$ cat src/rtl/srcg_pkg.sv
package srcg_pkg;

    localparam int DATA_W   = 32;
    localparam int SRST_BIT = 31;
    localparam int GATE_BIT = 30;

    typedef enum logic [1:0] {
        ALIAS_WRITE = 2'd0,
        ALIAS_SET   = 2'd1,
        ALIAS_CLEAR = 2'd2,
        ALIAS_NONE  = 2'd3
    } alias_e;

    function automatic alias_e alias_of(input logic [3:0] offs);
        case (offs)
            4'h0:    return ALIAS_WRITE;
            4'h4:    return ALIAS_SET;
            4'h8:    return ALIAS_CLEAR;
            default: return ALIAS_NONE;
        endcase
    endfunction

endpackage

$ cat src/rtl/srcg_alias_dec.sv
module srcg_alias_dec
    import srcg_pkg::*;
#(
    parameter int ADDR_W = 4
) (
    input  logic              clk,
    input  logic              rst_n,
    input  logic              wr,
    input  logic [ADDR_W-1:0] addr,
    input  logic [DATA_W-1:0] wdata,
    input  logic [DATA_W-1:0] cur,
    output logic              wr_hit,
    output logic [DATA_W-1:0] set_m,
    output logic [DATA_W-1:0] clr_m,
    output logic [DATA_W-1:0] merged
);

    alias_e kind;

    always_comb begin
        kind  = alias_of(addr[3:0]);
        set_m = '0;
        clr_m = '0;
        if (wr) begin
            case (kind)
                ALIAS_WRITE: begin
                    set_m = wdata;
                    clr_m = ~wdata;
                end
                ALIAS_SET:   set_m = wdata;
                ALIAS_CLEAR: clr_m = wdata;
                default: ;
            endcase
        end
        wr_hit = wr && (kind != ALIAS_NONE);
        merged = (cur & ~clr_m) | set_m;
    end

    assert_set_keeps_R3: assert property (@(posedge clk) disable iff (!rst_n)
        (wr && kind == ALIAS_SET) |-> ((merged & cur) == cur));

    assert_clear_drops_R4: assert property (@(posedge clk) disable iff (!rst_n)
        (wr && kind == ALIAS_CLEAR) |-> ((merged & wdata) == '0));

    assert_idle_alias_R5: assert property (@(posedge clk) disable iff (!rst_n)
        (kind == ALIAS_NONE) |-> (!wr_hit && merged == cur));

endmodule

$ cat src/rtl/srcg_settle_cnt.sv
module srcg_settle_cnt #(
    parameter int SETTLE = 3
) (
    input  logic clk,
    input  logic rst_n,
    input  logic start,
    input  logic abort,
    output logic busy,
    output logic done
);

    localparam int CNT_W = $clog2(SETTLE + 1);
    localparam logic [CNT_W-1:0] CNT_LOAD = CNT_W'(SETTLE);

    logic [CNT_W-1:0] cnt_d, cnt_q;

    always_comb begin
        cnt_d = cnt_q;
        if (abort)              cnt_d = '0;
        else if (start)         cnt_d = CNT_LOAD;
        else if (cnt_q != '0)   cnt_d = cnt_q - 1'b1;
        busy = (cnt_q != '0);
        done = (cnt_q == CNT_W'(1)) && !abort;
    end

    always_ff @(posedge clk) begin
        if (!rst_n) cnt_q <= '0;
        else        cnt_q <= cnt_d;
    end

    assert_count_bound_R7: assert property (@(posedge clk) disable iff (!rst_n)
        cnt_q <= CNT_LOAD);

    assert_done_idle_R7: assert property (@(posedge clk) disable iff (!rst_n)
        (done && !start) |=> !busy);

    assert_abort_clears_R12: assert property (@(posedge clk) disable iff (!rst_n)
        abort |=> !busy);

endmodule

$ cat src/rtl/srcg_ctrl.sv
module srcg_ctrl
    import srcg_pkg::*;
#(
    parameter int                ADDR_W      = 4,
    parameter int                CFG_W       = 16,
    parameter logic [CFG_W-1:0]  CFG_DEFAULT = CFG_W'(16'h00A5),
    parameter int                SETTLE      = 3
) (
    input  logic              clk,
    input  logic              rst_n,
    input  logic              bus_wr,
    input  logic [ADDR_W-1:0] bus_addr,
    input  logic [DATA_W-1:0] bus_wdata,
    output logic [DATA_W-1:0] bus_rdata,
    output logic              core_rst,
    output logic              core_clk_en,
    output logic [CFG_W-1:0]  core_cfg
);

    localparam int PAD_W = GATE_BIT - CFG_W;

    typedef struct packed {
        logic             srst;
        logic             gate;
        logic [CFG_W-1:0] cfg;
    } regs_t;

    regs_t s_d, s_q;

    logic              wr_hit;
    logic [DATA_W-1:0] set_m, clr_m, merged, cur_word;
    logic              settle_start, settle_abort, settle_busy, settle_done;
    logic              assert_req;

    always_comb begin
        cur_word = {s_q.srst, s_q.gate, {PAD_W{1'b0}}, s_q.cfg};
    end

    srcg_alias_dec #(
        .ADDR_W (ADDR_W)
    ) i_dec (
        .clk    (clk),
        .rst_n  (rst_n),
        .wr     (bus_wr),
        .addr   (bus_addr),
        .wdata  (bus_wdata),
        .cur    (cur_word),
        .wr_hit (wr_hit),
        .set_m  (set_m),
        .clr_m  (clr_m),
        .merged (merged)
    );

    srcg_settle_cnt #(
        .SETTLE (SETTLE)
    ) i_settle (
        .clk   (clk),
        .rst_n (rst_n),
        .start (settle_start),
        .abort (settle_abort),
        .busy  (settle_busy),
        .done  (settle_done)
    );

    always_comb begin
        s_d          = s_q;
        assert_req   = wr_hit && set_m[SRST_BIT];
        settle_start = 1'b0;
        settle_abort = 1'b0;

        if (assert_req) begin
            s_d.srst     = 1'b1;
            s_d.gate     = 1'b1;
            settle_abort = 1'b1;
        end else if (wr_hit && clr_m[SRST_BIT] && s_q.srst && !settle_busy) begin
            settle_start = 1'b1;
        end

        if (settle_done && !assert_req) s_d.srst = 1'b0;

        if (!s_q.srst && !assert_req && wr_hit) s_d.gate = merged[GATE_BIT];

        if (s_q.srst || assert_req) begin
            s_d.cfg = CFG_DEFAULT;
        end else if (wr_hit && !s_q.gate) begin
            s_d.cfg = merged[CFG_W-1:0];
        end
    end

    always_ff @(posedge clk) begin
        if (!rst_n) begin
            s_q.srst <= 1'b1;
            s_q.gate <= 1'b1;
            s_q.cfg  <= CFG_DEFAULT;
        end else begin
            s_q <= s_d;
        end
    end

    always_comb begin
        bus_rdata   = cur_word;
        core_rst    = s_q.srst;
        core_clk_en = !s_q.gate;
        core_cfg    = s_q.cfg;
    end

    assert_auto_gate_R6: assert property (@(posedge clk) disable iff (!rst_n)
        (wr_hit && set_m[SRST_BIT]) |=> (core_rst && !core_clk_en && bus_rdata[GATE_BIT]));

    assert_release_settled_R7: assert property (@(posedge clk) disable iff (!rst_n)
        $fell(s_q.srst) |-> $past(settle_done));

    assert_gate_held_R8: assert property (@(posedge clk) disable iff (!rst_n)
        s_q.srst |-> s_q.gate);

    assert_cfg_default_R8: assert property (@(posedge clk) disable iff (!rst_n)
        s_q.srst |=> (core_cfg == CFG_DEFAULT));

    assert_cfg_frozen_R9: assert property (@(posedge clk) disable iff (!rst_n)
        (s_q.gate && !s_q.srst && !(wr_hit && set_m[SRST_BIT])) |=> $stable(core_cfg));

    assert_rearm_holds_R12: assert property (@(posedge clk) disable iff (!rst_n)
        (settle_busy && wr_hit && set_m[SRST_BIT]) |=> (core_rst && !settle_busy));

endmodule

$ cat config.mk
export PLATFORM = sky130hd
export DESIGN_NAME = srcg_ctrl
export DESIGN_NICKNAME = d
export VERILOG_FILES = /design/src/rtl/srcg_pkg.sv /design/src/rtl/srcg_alias_dec.sv /design/src/rtl/srcg_settle_cnt.sv /design/src/rtl/srcg_ctrl.sv
export SDC_FILE = /design/constraint.sdc
export NUM_CORES = 1
export LEC_CHECK = 0
export CAP_MARGIN = 20
export CORE_MARGIN = 1
export CORE_UTILIZATION = 41
export DETAILED_ROUTE_END_ITERATION = 8
export DONT_BUFFER_PORTS = 1
export HOLD_SLACK_MARGIN = 0.15
export PLACE_DENSITY = 0.53
export SLEW_MARGIN = 20
export SYNTH_ARGS = -nofsm -noshare
export SYNTH_HDL_FRONTEND = slang
export SYNTH_HIERARCHICAL = 1
export SYNTH_SLANG_ARGS = --single-unit
$ cat constraint.sdc
create_clock -name clk -period 2.1 [get_ports clk]
set_clock_uncertainty 0.2 [all_clocks]
set_input_delay 0.105 -clock clk [delete_from_list [all_inputs] [get_ports clk]]
set_output_delay 0.105 -clock clk [all_outputs]
set_load 0.02 [all_outputs]
# Yosys cells after proc, flatten, opt, wreduce, memory -nomap -nowiden
# Index checks and enable logic that the tools add are counted.
[totals]
ff_bits = 20
inputBits = 39
output_inout_bits = 50
wordCells = 54
[classes]
add_sub_neg = 1
n_eq_ne = 6
muxes = 13
bitwise_logic = 5
n_reduce_logical = 25
[ops]
columns = ["operator", "n"]
rows = [
  ["$mux 32", 3],
  ["$pmux 32 s2", 1],
  ["$not 32->32", 1],
  ["$and 31x31->31", 1],
  ["$not 31->31", 1],
  ["$or 31x31->31", 1],
  ["$logic_and 1x1->1", 10],
  ["$reduce_bool 2->1", 4],
  ["$mux 2", 3],
  ["$pmux 2 s3", 1],
  ["$reduce_or 2->1", 3],
  ["$logic_not 1->1", 5],
  ["$mux 1", 5],
  ["$eq 2x1->1 const B", 2],
  ["$eq 4x3->1 const B", 1],
  ["$eq 4x4->1 const B", 1],
  ["$logic_not 4->1", 1],
  ["$eq 2x2->1 const B", 1],
  ["$logic_not 2->1", 1],
  ["$ne 2x2->1 const B", 1],
  ["$sub 2x1->2 const B", 1],
  ["$logic_or 1x1->1", 1],
  ["$not 1->1", 1],
]

# Logic depth before layout (Yosys ltp)
# Gate-level depths: netlist of the first run.
[logic_depth]
word_depth = 12
mapped_depth = 9
depth_no_buf = 8

# Modules after synthesis
# The synthesis of the first run kept the hierarchy.
[modules_own_cells]
columns = ["module", "instances", "cells_each", "area_each_um2", "seq_area_each_um2"]
rows = [
  ["srcg_alias_dec", 1, 222, 1455.1, 0.0],
  ["srcg_ctrl", 1, 119, 949.7, 360.3],
  ["srcg_settle_cnt", 1, 14, 125.1, 40.0],
]

# Worst setup path before layout of the first run
# No wires, ideal clock.
[synth_timing]
path_kind = "input port to flip-flop"
startpoint = "in bus_addr[3]"
endpoint = "reg s_q (netlist bit core_cfg[12])"
setup_time_ps = 118
t_arrival_ps = 1626
required_time_ps = 1782
path_slack_ps = 155
path_stages = 8
path_buffers = 3
path_cell_list = "buf_4 -> nor4b_4 -> clkbuf_1 -> and2_1 -> nand2_1 -> nand3b_1 -> buf_4 -> a21oi_1"
[synth_between]
elab_chain_len = 9
elab_cells_between_ends = 21
cone_classes = "5 x eq/ne; 5 x mux; 3 x bitwise; 8 x reduce/logical"
[synth_lines]
columns = ["element", "line_no", "text"]
rows = [
  ["from (decl)", "srcg_ctrl.sv:12", "input logic [ADDR_W-1:0] bus_addr,"],
  ["$eq 4x4->1 (tied with other cells)", "srcg_pkg.sv:15", "case (offs)"],
  ["$pmux 2 s3 *", "srcg_pkg.sv:15", ""],
  ["$eq 2x1->1 or $logic_not 2->1 (tied branches)", "srcg_alias_dec.sv:25", "case (kind)"],
  ["$reduce_or 2->1 (no line) *", "n/a", ""],
  ["$mux 32 *", "srcg_alias_dec.sv:25", ""],
  ["$mux 32 *", "srcg_alias_dec.sv:24", "if (wr) begin"],
  ["net set_m[31]", "srcg_ctrl.sv:31", "logic [DATA_W-1:0] set_m, clr_m, merged, cur_word;"],
  ["$logic_and 1x1->1 *", "srcg_ctrl.sv:67", "assert_req = wr_hit && set_m[SRST_BIT];"],
  ["$logic_or 1x1->1 *", "srcg_ctrl.sv:83", "if (s_q.srst || assert_req) begin"],
  ["$reduce_or 2->1 (no line) *", "n/a", ""],
  ["to (decl)", "srcg_ctrl.sv:28", "regs_t s_d, s_q;"],
]
# Mark *: on every way through the listed nets, which the timed path passes. The rest lies on a longest branch.
# A chain may end at the register's enable or synchronous reset.

# Worst setup path in the final report of the first run
[layout_timing]
startpoint = "in bus_addr[2]"
endpoint = "reg s_q (netlist bit bus_rdata[30])"
[layout_between]
elab_cells_between_ends = 23
cone_classes = "5 x eq/ne; 6 x mux; 3 x bitwise; 9 x reduce/logical"
[layout_rtl]
columns = ["element", "line_no", "text"]
rows = [
  ["$eq 4x4->1 (tied with other cells)", "srcg_pkg.sv:15", ""],
  ["$pmux 2 s3 *", "srcg_pkg.sv:15", ""],
  ["$eq 2x2->1 or $logic_not 2->1 (tied branches)", "srcg_alias_dec.sv:25", ""],
  ["$pmux 32 s2", "srcg_alias_dec.sv:25", ""],
  ["$mux 32", "srcg_alias_dec.sv:24", ""],
  ["$not 31->31", "srcg_alias_dec.sv:36", "merged = (cur & ~clr_m) | set_m;"],
  ["$and 31x31->31", "srcg_alias_dec.sv:36", ""],
  ["$or 31x31->31 *", "srcg_alias_dec.sv:36", ""],
  ["net merged[30]", "srcg_ctrl.sv:31", ""],
  ["$mux 1 *", "srcg_ctrl.sv:81", "if (!s_q.srst && !assert_req && wr_hit) s_d.gate = merged[GATE_BIT];"],
]
# Marks and branches as above.

==> results of run 1 <==
[registers in the layout, summed over array words and instances, names as in the netlist]
name	flops
core_cfg	16
i_settle/cnt_q	2
bus_rdata	1
core_rst	1
[layer usage]
metal	vias to the layer above	GRT usage	wire (µm)
li1	710	-	-
met2	60	0.375	2050
met1	717	0.224	1710
met3	4	0.0246	194
met5	-	0	0
met4	0	0.0500	36
[path summary, 6_finish.rpt]
| kind | to | slack (ns) |
|---|---|---|
| max | bus_rdata[30] | 0.06 |
| min | i_settle/cnt_q[0] | 0.13 |
| max reg2reg | bus_rdata[30] | 0.11 |
| min reg2reg | core_cfg[13] | 0.30 |
[stage by stage]
| stage | std cells | instance area [µm²] | setup WS, ns | power (mW) | hold slack (ns) |
|---|---|---|---|---|---|
| finish | 281 | 1960 | 0.0562 | 0.987 | 0.127 |
| global route | 281 | 1960 | 0.000310 | 1.06 | 0.198 |
| CTS | 281 | 1950 | 0.0180 | 0.993 | 0.162 |
| detailed placement | 236 | 1480 | 0.288 | 0.680 | -0.0180 |
| global placement | 236 | 1480 | 0.307 | 0.669 | -0.0206 |
| floorplan | 222 | 1650 | 0.295 | 0.674 | -0.0232 |
[area by class of cell]
cell class	instances	area (µm²)	area share
clock buffers	3	41.3	0.0210
repair buffers	59	552	0.281
multi-input cells	146	890	0.453
inverters	5	18.8	0.00957
flip-flops and latches	20	400	0.204
well taps	48	60.1	0.0306
[what timing repair did]
item / 4_1_cts / 5_1_grt
resized for setup: 0 / 4
hold buffers: 42 / 0
endpoints found under the hold margin: 20 / 0
setup endpoints to repair: 0 / 4
[worst register-to-register path: cells and delay by family, from the launching register on]
kind	cells	cell delay, ns
AO/OA/AOI/OAI	3	0.52
buffers and inverters	1	0.55
flip-flops	1	0.43
AND/OR/NAND/NOR	1	0.16
[power groups by stage]
stage          combinational [mW]  sequential (mW)  clock, mW
2_1_floorplan               0.239            0.435          0
3_3_place_gp                0.244            0.425          0
3_5_place_dp                0.254            0.426          0
4_1_cts                     0.315            0.417      0.261
5_1_grt                     0.362            0.420      0.277
6_report                    0.319            0.417      0.252
==> flow_summary.yaml, run 1 <==
job:
  cap_viol_max_count: 0
finish:
  fin_util: 0.532
  syn2layout_area_growth_pct: 22.7
  drive_above_1_share: 0.142
  diodes: 0
  fin_nets: 276
  mostFrequentLayoutCells: "dlygate4sd3_1 (42), nand2_1 (35), dfxtp_1 (20)"
  n_fill_cell: 384
  final_common_cell: "dlygate4sd3_1"
route:
  routedWlPerCell_um: 14.2
  antenna_left: 0
  vias: 1491
  drtPass1Iterations: 4
  routed_wl_um: 3990
  drtIter0Drc: 55
  viasPerCell: 5.31
  drc: 0
sta:
  finalSetupViolCount: 0
  max_freq_mhz: 489
  tns_ns: 0
  rsz0062_at_grt: "false"
  finalCriticalPeriod_ns: 2.04
  period_share: 0.973
  max_slew_margin: 0.580
  hold_viol: 0
  worst_pin_slew_ns: 0.631
  slew_viol_final: 0
worst_hold_path:
  hold_class: "in2reg"
  min_path_cells: 5
  holdCritStartpoint: "bus_addr[3]"
floorplanning:
  initial_utilization: 0.434
  die-area_um2: 4150
  dieWidth_um: 64.5
  rows: 22
  core-area_um2: 3690
  io_pins: 89
  die_height_um: 64.5
global_routing:
  grt_pass1_wl_um: 6490
  grt_use_total: 0.195
  grt_remaining_overflow: 0
  antenna_found_initial: 0
  grt_pass1_vias: 1490
  grt_max_degree: 21
critical_path:
  crit_start: "bus_addr[2]"
  start_kind: "input port"
  path_cells: "or4b_4 -> buf_6 -> a21o_1 -> a22o_1 -> dlygate4sd3_1 -> nor3_1 -> o21ai_0"
  path_buf_inv: 2
  crit_path_max_fanout: 7
  crit_family: "buffers and inverters"
  crit_type: "in2reg"
  critical_path_depth: 7
  endpoint_kind: "flip-flop"
  worst_ep_arrival_time_ns: 1.98
  reg2regPathDepth: 5
  cp.required_ns: 2.04
  slowest_stage: "dlygate4sd3_1"
  slowest_delay_ns: 0.55
  rr_startpoint: "bus_rdata[30]"
power_and_ir_drop:
  swShare: 0.305
  leakage_nw: 0.901
  ir_worst_vdd_mv: 0.331
  clockPowerShare: 0.255
  power_density_nw_per_um2: 503
  internal-power_mw: 0.686
  seq_power_share: 0.422
  netSwitchingPower_mw: 0.301
  p_comb_frac: 0.323
clock_network:
  clkSinkCount: 20
  clock_path_buffers: 2
  cts_tree: "yes"
  h-tree-depth: 1
  path_clk_slew_ns: 0.08
  clk_latency_ns: 0.26
  cts_buffers: 3
  post_cts_buffers: 0
  clockRootBuffer: "clkbuf_8"
place:
  routabilityCongestion: 0.733
  numPortBuffers: 0
  hpwlAfterDp_um: 2600
status:
  status: "finished, final reports clean"
synth:
  synthCells: 209
  synth_warnings: 6
  syn_avg_cell_area_um2: 7.65
  mappedNetlistArea_um2: 1600
Note: power is estimated with default switching activity, not from simulation.
==> run 2: changes to the inputs <==
==> constraint.sdc (replaced) <==
create_clock -name clk -period 2.58 [get_ports clk]
set_clock_uncertainty 0.2 [all_clocks]
set_input_delay 0.129 -clock clk [delete_from_list [all_inputs] [get_ports clk]]
set_output_delay 0.129 -clock clk [all_outputs]
set_load 0.02 [all_outputs]
==> run 2 against run 1 <==
Compared with the run above: sequential power is 19% lower; count of clock-buffer cells in the layout is 1 higher; via count is 9.3% lower; largest power group unchanged.
==> flow_summary.yaml, run 2 (same netlist as run 1, synthesis figures left out) <==
floorplanning:
  rows: 22
  initial_utilization: 0.434
  io_pins: 89
  die-area_um2: 4150
  core-area_um2: 3690
  die_height_um: 64.5
  dieWidth_um: 64.5
finish:
  instances_no_fill: 254
  final_area_um2: 1710
  drive_above_1_share: 0.0971
  fin_util: 0.465
  diodes: 0
  fin_nets: 248
  final_common_cell: "nand2_1"
  largest_reg_flops: 16
  syn2layout_area_growth_pct: 7.20
  n_fill_cell: 369
  mostFrequentLayoutCells: "nand2_1 (35), dlygate4sd3_1 (25), dfxtp_1 (20)"
power_and_ir_drop:
  power.total_mw: 0.832
  ir_worst_vdd_mv: 0.463
  power_density_nw_per_um2: 485
  internal-power_mw: 0.580
  seq_power_share: 0.407
  netSwitchingPower_mw: 0.252
  clockPowerShare: 0.287
  swShare: 0.302
  p_comb_frac: 0.306
  leakage_nw: 0.760
critical_path:
  crit_path_max_fanout: 8
  r2r-end: "bus_rdata[30]"
  reg2regPathDepth: 5
  worst_ep_arrival_time_ns: 2.21
  cp.required_ns: 2.52
  crit_type: "in2reg"
  endpoint_kind: "flip-flop"
  start_kind: "input port"
  slowest_stage: "or4b_1"
  ff2ff_setup_slack_ns: 0.47
  crit_family: "simple AND/OR/NAND/NOR gates"
  path_buf_inv: 1
  path_cells: "or4b_1 -> a21o_1 -> a22o_1 -> dlygate4sd3_1 -> nor3_1 -> o21ai_0"
  rr_startpoint: "bus_rdata[30]"
  slowest_delay_ns: 0.69
worst_hold_path:
  hold_class: "in2reg"
  min_path_cells: 5
  holdCritStartpoint: "bus_addr[0]"
  min_to: "core_cfg[2]"
clock_network:
  post_cts_buffers: 0
  clock_path_buffers: 2
  clk_latency_ns: 0.25
  path_clk_slew_ns: 0.08
  cts_tree: "yes"
  cts_buffers: 3
  clkSinkCount: 20
  clockRootBuffer: "clkbuf_8"
  h-tree-depth: 1
global_routing:
  grt_use_total: 0.185
  grt_remaining_overflow: 0
  grt_max_degree: 19
  antenna_found_initial: 0
  grt_pass1_wl_um: 6040
  grt_pass1_vias: 1286
sta:
  finalCriticalPeriod_ns: 2.27
  max_slew_margin: 0.509
  hold_ws_ns: 0.168
  rsz0062_at_grt: "false"
  tns_ns: 0
  slew_viol_final: 0
  fin_ws_ns: 0.307
  max_freq_mhz: 440
  hold_viol: 0
  period_share: 0.881
  finalSetupViolCount: 0
  worst_pin_slew_ns: 0.731
route:
  vias: 1353
  drtPass1Iterations: 5
  antenna_left: 0
  viasPerCell: 5.33
  routedWlPerCell_um: 14.5
  drc: 0
  routed_wl_um: 3690
  drtIter0Drc: 69
job:
  cap_viol_max_count: 0
place:
  dp_cells: 224
  routabilityCongestion: 0.713
  numPortBuffers: 0
  postPlaceCellArea_um2: 1390
  hpwlAfterDp_um: 2400
  dp_slack_ns: 0.626
status:
  status: "finished, final reports clean"
run 2: cell types whose count changed in the layout (fill, tap and decap cells not counted), sizes merged:
cell          before  now
dlygate4sd3       42   25
dlymetal6s4s       0    1
buf               17    5
clkbuf             3    4
run 2: worst max-delay path by stage:
stage | start | endpoint | slack, ns | cells after the start
after floorplan | bus_addr[3] | bus_rdata[30] | 0.75 | 8
after global placement | bus_addr[2] | core_cfg[8] | 0.63 | 6
after detailed placement | bus_addr[2] | core_cfg[15] | 0.63 | 6
after CTS | bus_wr | core_cfg[1] | 0.09 | 7
after global routing | bus_addr[2] | bus_rdata[30] | 0.24 | 6
final | bus_addr[2] | bus_rdata[30] | 0.31 | 6
run 2: worst register-to-register path, cell delays in order (launching register included):
cell and delay, ns:
dfxtp_1 0.44, a21o_1 0.21, a22o_1 0.23, dlygate4sd3_1 0.57, nor3_1 0.24, o21ai_0 0.12
run 2: repair_timing:
item,in CTS,in global routing
resized for setup,0,2
endpoints found under the hold margin,20,0
endpoints found under the setup margin,0,10
hold buffers,26,0
run 2: layout make-up:
type                    count  area (µm²)  share of cell area
inverters                   5        18.8              0.0109
clock buffers               4        55.1              0.0321
multi-input cells         146         880               0.513
flip-flops and latches     20         400               0.234
repair buffers             31         300               0.175
well taps                  48        60.1              0.0350
run 2: power by group through the flow:
stage | clock network, mW | logic, mW | registers, mW
after floorplan | 0 | 0.195 | 0.354
after global placement | 0 | 0.196 | 0.344
after detailed placement | 0 | 0.208 | 0.346
after CTS | 0.247 | 0.255 | 0.339
after global routing | 0.262 | 0.288 | 0.341
final | 0.239 | 0.254 | 0.339
run 2: layer usage:
metal  vias to the layer above  wire (µm)  share of wire  GRT usage
met2                        58       1830           0.50      0.334
li1                        656          -              -          -
met3                         8        232          0.063     0.0458
met4                         0         31         0.0084     0.0417
met5                         -          0              0          0
met1                       631       1600           0.43      0.218
==> run 3: changes to the inputs <==
==> constraint.sdc (replaced) <==
create_clock -name clk -period 2.5 [get_ports clk]
set_clock_uncertainty 0.2 [all_clocks]
set_input_delay 0.125 -clock clk [delete_from_list [all_inputs] [get_ports clk]]
set_output_delay 0.125 -clock clk [all_outputs]
set_load 0.02 [all_outputs]
==> run 3 against run 2 <==
Compared with the run above: flip-flop and latch count unchanged; cell area increased by 0.80%; clock power increased by 35%; setup slack improved by 0.019 ns; combinational power increased by 4%; count of clock-buffer cells in the layout decreased by 1; register-to-register slack improved by 0.02 ns; via count decreased by 0.52%; utilization increased by 0.37 points; global-route usage decreased by 1.1 points; hold slack improved by 0.0060 ns; largest power group unchanged; die area unchanged.
==> flow_summary.yaml, run 3 (same netlist as run 1, synthesis figures left out) <==
critical_path:
  crit_path_end: "bus_rdata[30]"
  cp.required_ns: 2.44
  slowest_stage: "or4b_1"
  crit_path_max_fanout: 8
  crit_type: "in2reg"
  start_kind: "input port"
  worst_ep_arrival_time_ns: 2.11
  reg2regPathDepth: 5
  endpoint_kind: "flip-flop"
  rr_startpoint: "bus_rdata[30]"
  path_cells: "or4b_1 -> a21o_1 -> a22o_1 -> dlygate4sd3_1 -> nor3_1 -> o21ai_0"
  ff2ff_setup_slack_ns: 0.49
  crit_start: "bus_addr[2]"
  slowest_delay_ns: 0.70
  r2r-end: "bus_rdata[30]"
global_routing:
  grt_max_degree: 19
  grt_use_total: 0.174
  grt_remaining_overflow: 0
  grt_pass1_vias: 1246
  antenna_found_initial: 0
  grt_pass1_wl_um: 5690
finish:
  mostFrequentLayoutCells: "nand2_1 (35), dlygate4sd3_1 (25), dfxtp_1 (20)"
  fin_nets: 248
  diodes: 0
  fin_util: 0.468
  final_common_cell: "nand2_1"
  syn2layout_area_growth_pct: 8.06
  n_fill_cell: 381
  largest_reg_flops: 16
  drive_above_1_share: 0.0922
sta:
  tns_ns: 0
  period_share: 0.870
  max_slew_margin: 0.475
  slew_viol_final: 0
  fin_ws_ns: 0.326
  rsz0062_at_grt: "false"
  max_freq_mhz: 460
  finalSetupViolCount: 0
  hold_viol: 0
  worst_pin_slew_ns: 0.781
  finalCriticalPeriod_ns: 2.17
route:
  routedWlPerCell_um: 14.4
  drc: 0
  drtIter0Drc: 63
  routed_wl_um: 3670
  drtPass1Iterations: 4
  viasPerCell: 5.30
  vias: 1346
  antenna_left: 0
clock_network:
  clkSinkCount: 20
  path_clk_slew_ns: 0.07
  cts_buffers: 3
  clockRootBuffer: "clkbuf_8"
  clk_latency_ns: 0.25
  cts_tree: "yes"
  h-tree-depth: 1
  clock_path_buffers: 2
floorplanning:
  die_height_um: 64.5
  rows: 22
  dieWidth_um: 64.5
  die-area_um2: 4150
  initial_utilization: 0.434
  io_pins: 89
  core-area_um2: 3690
place:
  hpwlAfterDp_um: 2420
  numPortBuffers: 0
  dp_slack_ns: 0.546
  routabilityCongestion: 0.738
power_and_ir_drop:
  ir_worst_vdd_mv: 0.365
  power.total_mw: 0.934
  leakage_nw: 0.767
  power_density_nw_per_um2: 541
worst_hold_path:
  hold_class: "in2reg"
status:
  status: "finished, final reports clean"
job:
  cap_viol_max_count: 0
[run 3: through the flow]
stage                     instance area (µm²)  hold WS [ns]  cells
after floorplan                          1650      -0.00317    222
after global placement                   1390      0.000221    224
after detailed placement                 1390       0.00101    224
after CTS                                1730         0.160    254
after global routing                     1730         0.184    254
final                                    1730         0.174    254
[run 3: critical path, delay by kind of cell]
| kind | cells | cell delay, ns |
|---|---|---|
| AO/OA/AOI/OAI | 3 | 0.56 |
| AND/OR/NAND/NOR | 2 | 0.89 |
| buffers and inverters | 1 | 0.55 |
[run 3: final cells by class]
class	count	area, µm²	share of cell area
Multi-Input combinational cell	146	877	0.508
Inverter	5	18.8	0.0109
Clock buffer	3	41.3	0.0239
Sequential cell	20	400	0.232
Tap cell	48	60.1	0.0348
Timing Repair Buffer	31	300	0.174
Clock inverter	1	30.0	0.0174
[run 3: where the power goes]
part / switching [mW] / internal (mW)
Sequential: 0.0107 / 0.338
Clock: 0.109 / 0.214
Combinational: 0.143 / 0.120
Total: 0.263 / 0.671
[run 3: repair_timing]
action,in CTS,in global routing
hold endpoints to repair,20,0
hold buffers,26,0
endpoints found under the setup margin,0,13
buffers inserted,0,0
gates resized for setup,0,1
[run 3: how the worst min path moves through the flow]
stage / from / to / slack, ns / cells after the start
global route: bus_addr[0] / core_cfg[5] / 0.18 / 5
finish: bus_addr[0] / core_cfg[2] / 0.17 / 5
detailed placement: rst_n / core_rst / 0.001 / 1
floorplan: rst_n / core_rst / -0.003 / 1
global placement: rst_n / core_rst / 0.0002 / 1
CTS: bus_addr[3] / bus_rdata[30] / 0.16 / 4
[run 3: metal layers]
metal | vias to the layer above | GRT usage | wire length [µm]
met3 | 7 | 0.0528 | 258
met5 | - | 0 | 0
met2 | 53 | 0.317 | 1790
li1 | 655 | - | -
met1 | 631 | 0.195 | 1570
met4 | 0 | 0.0472 | 45
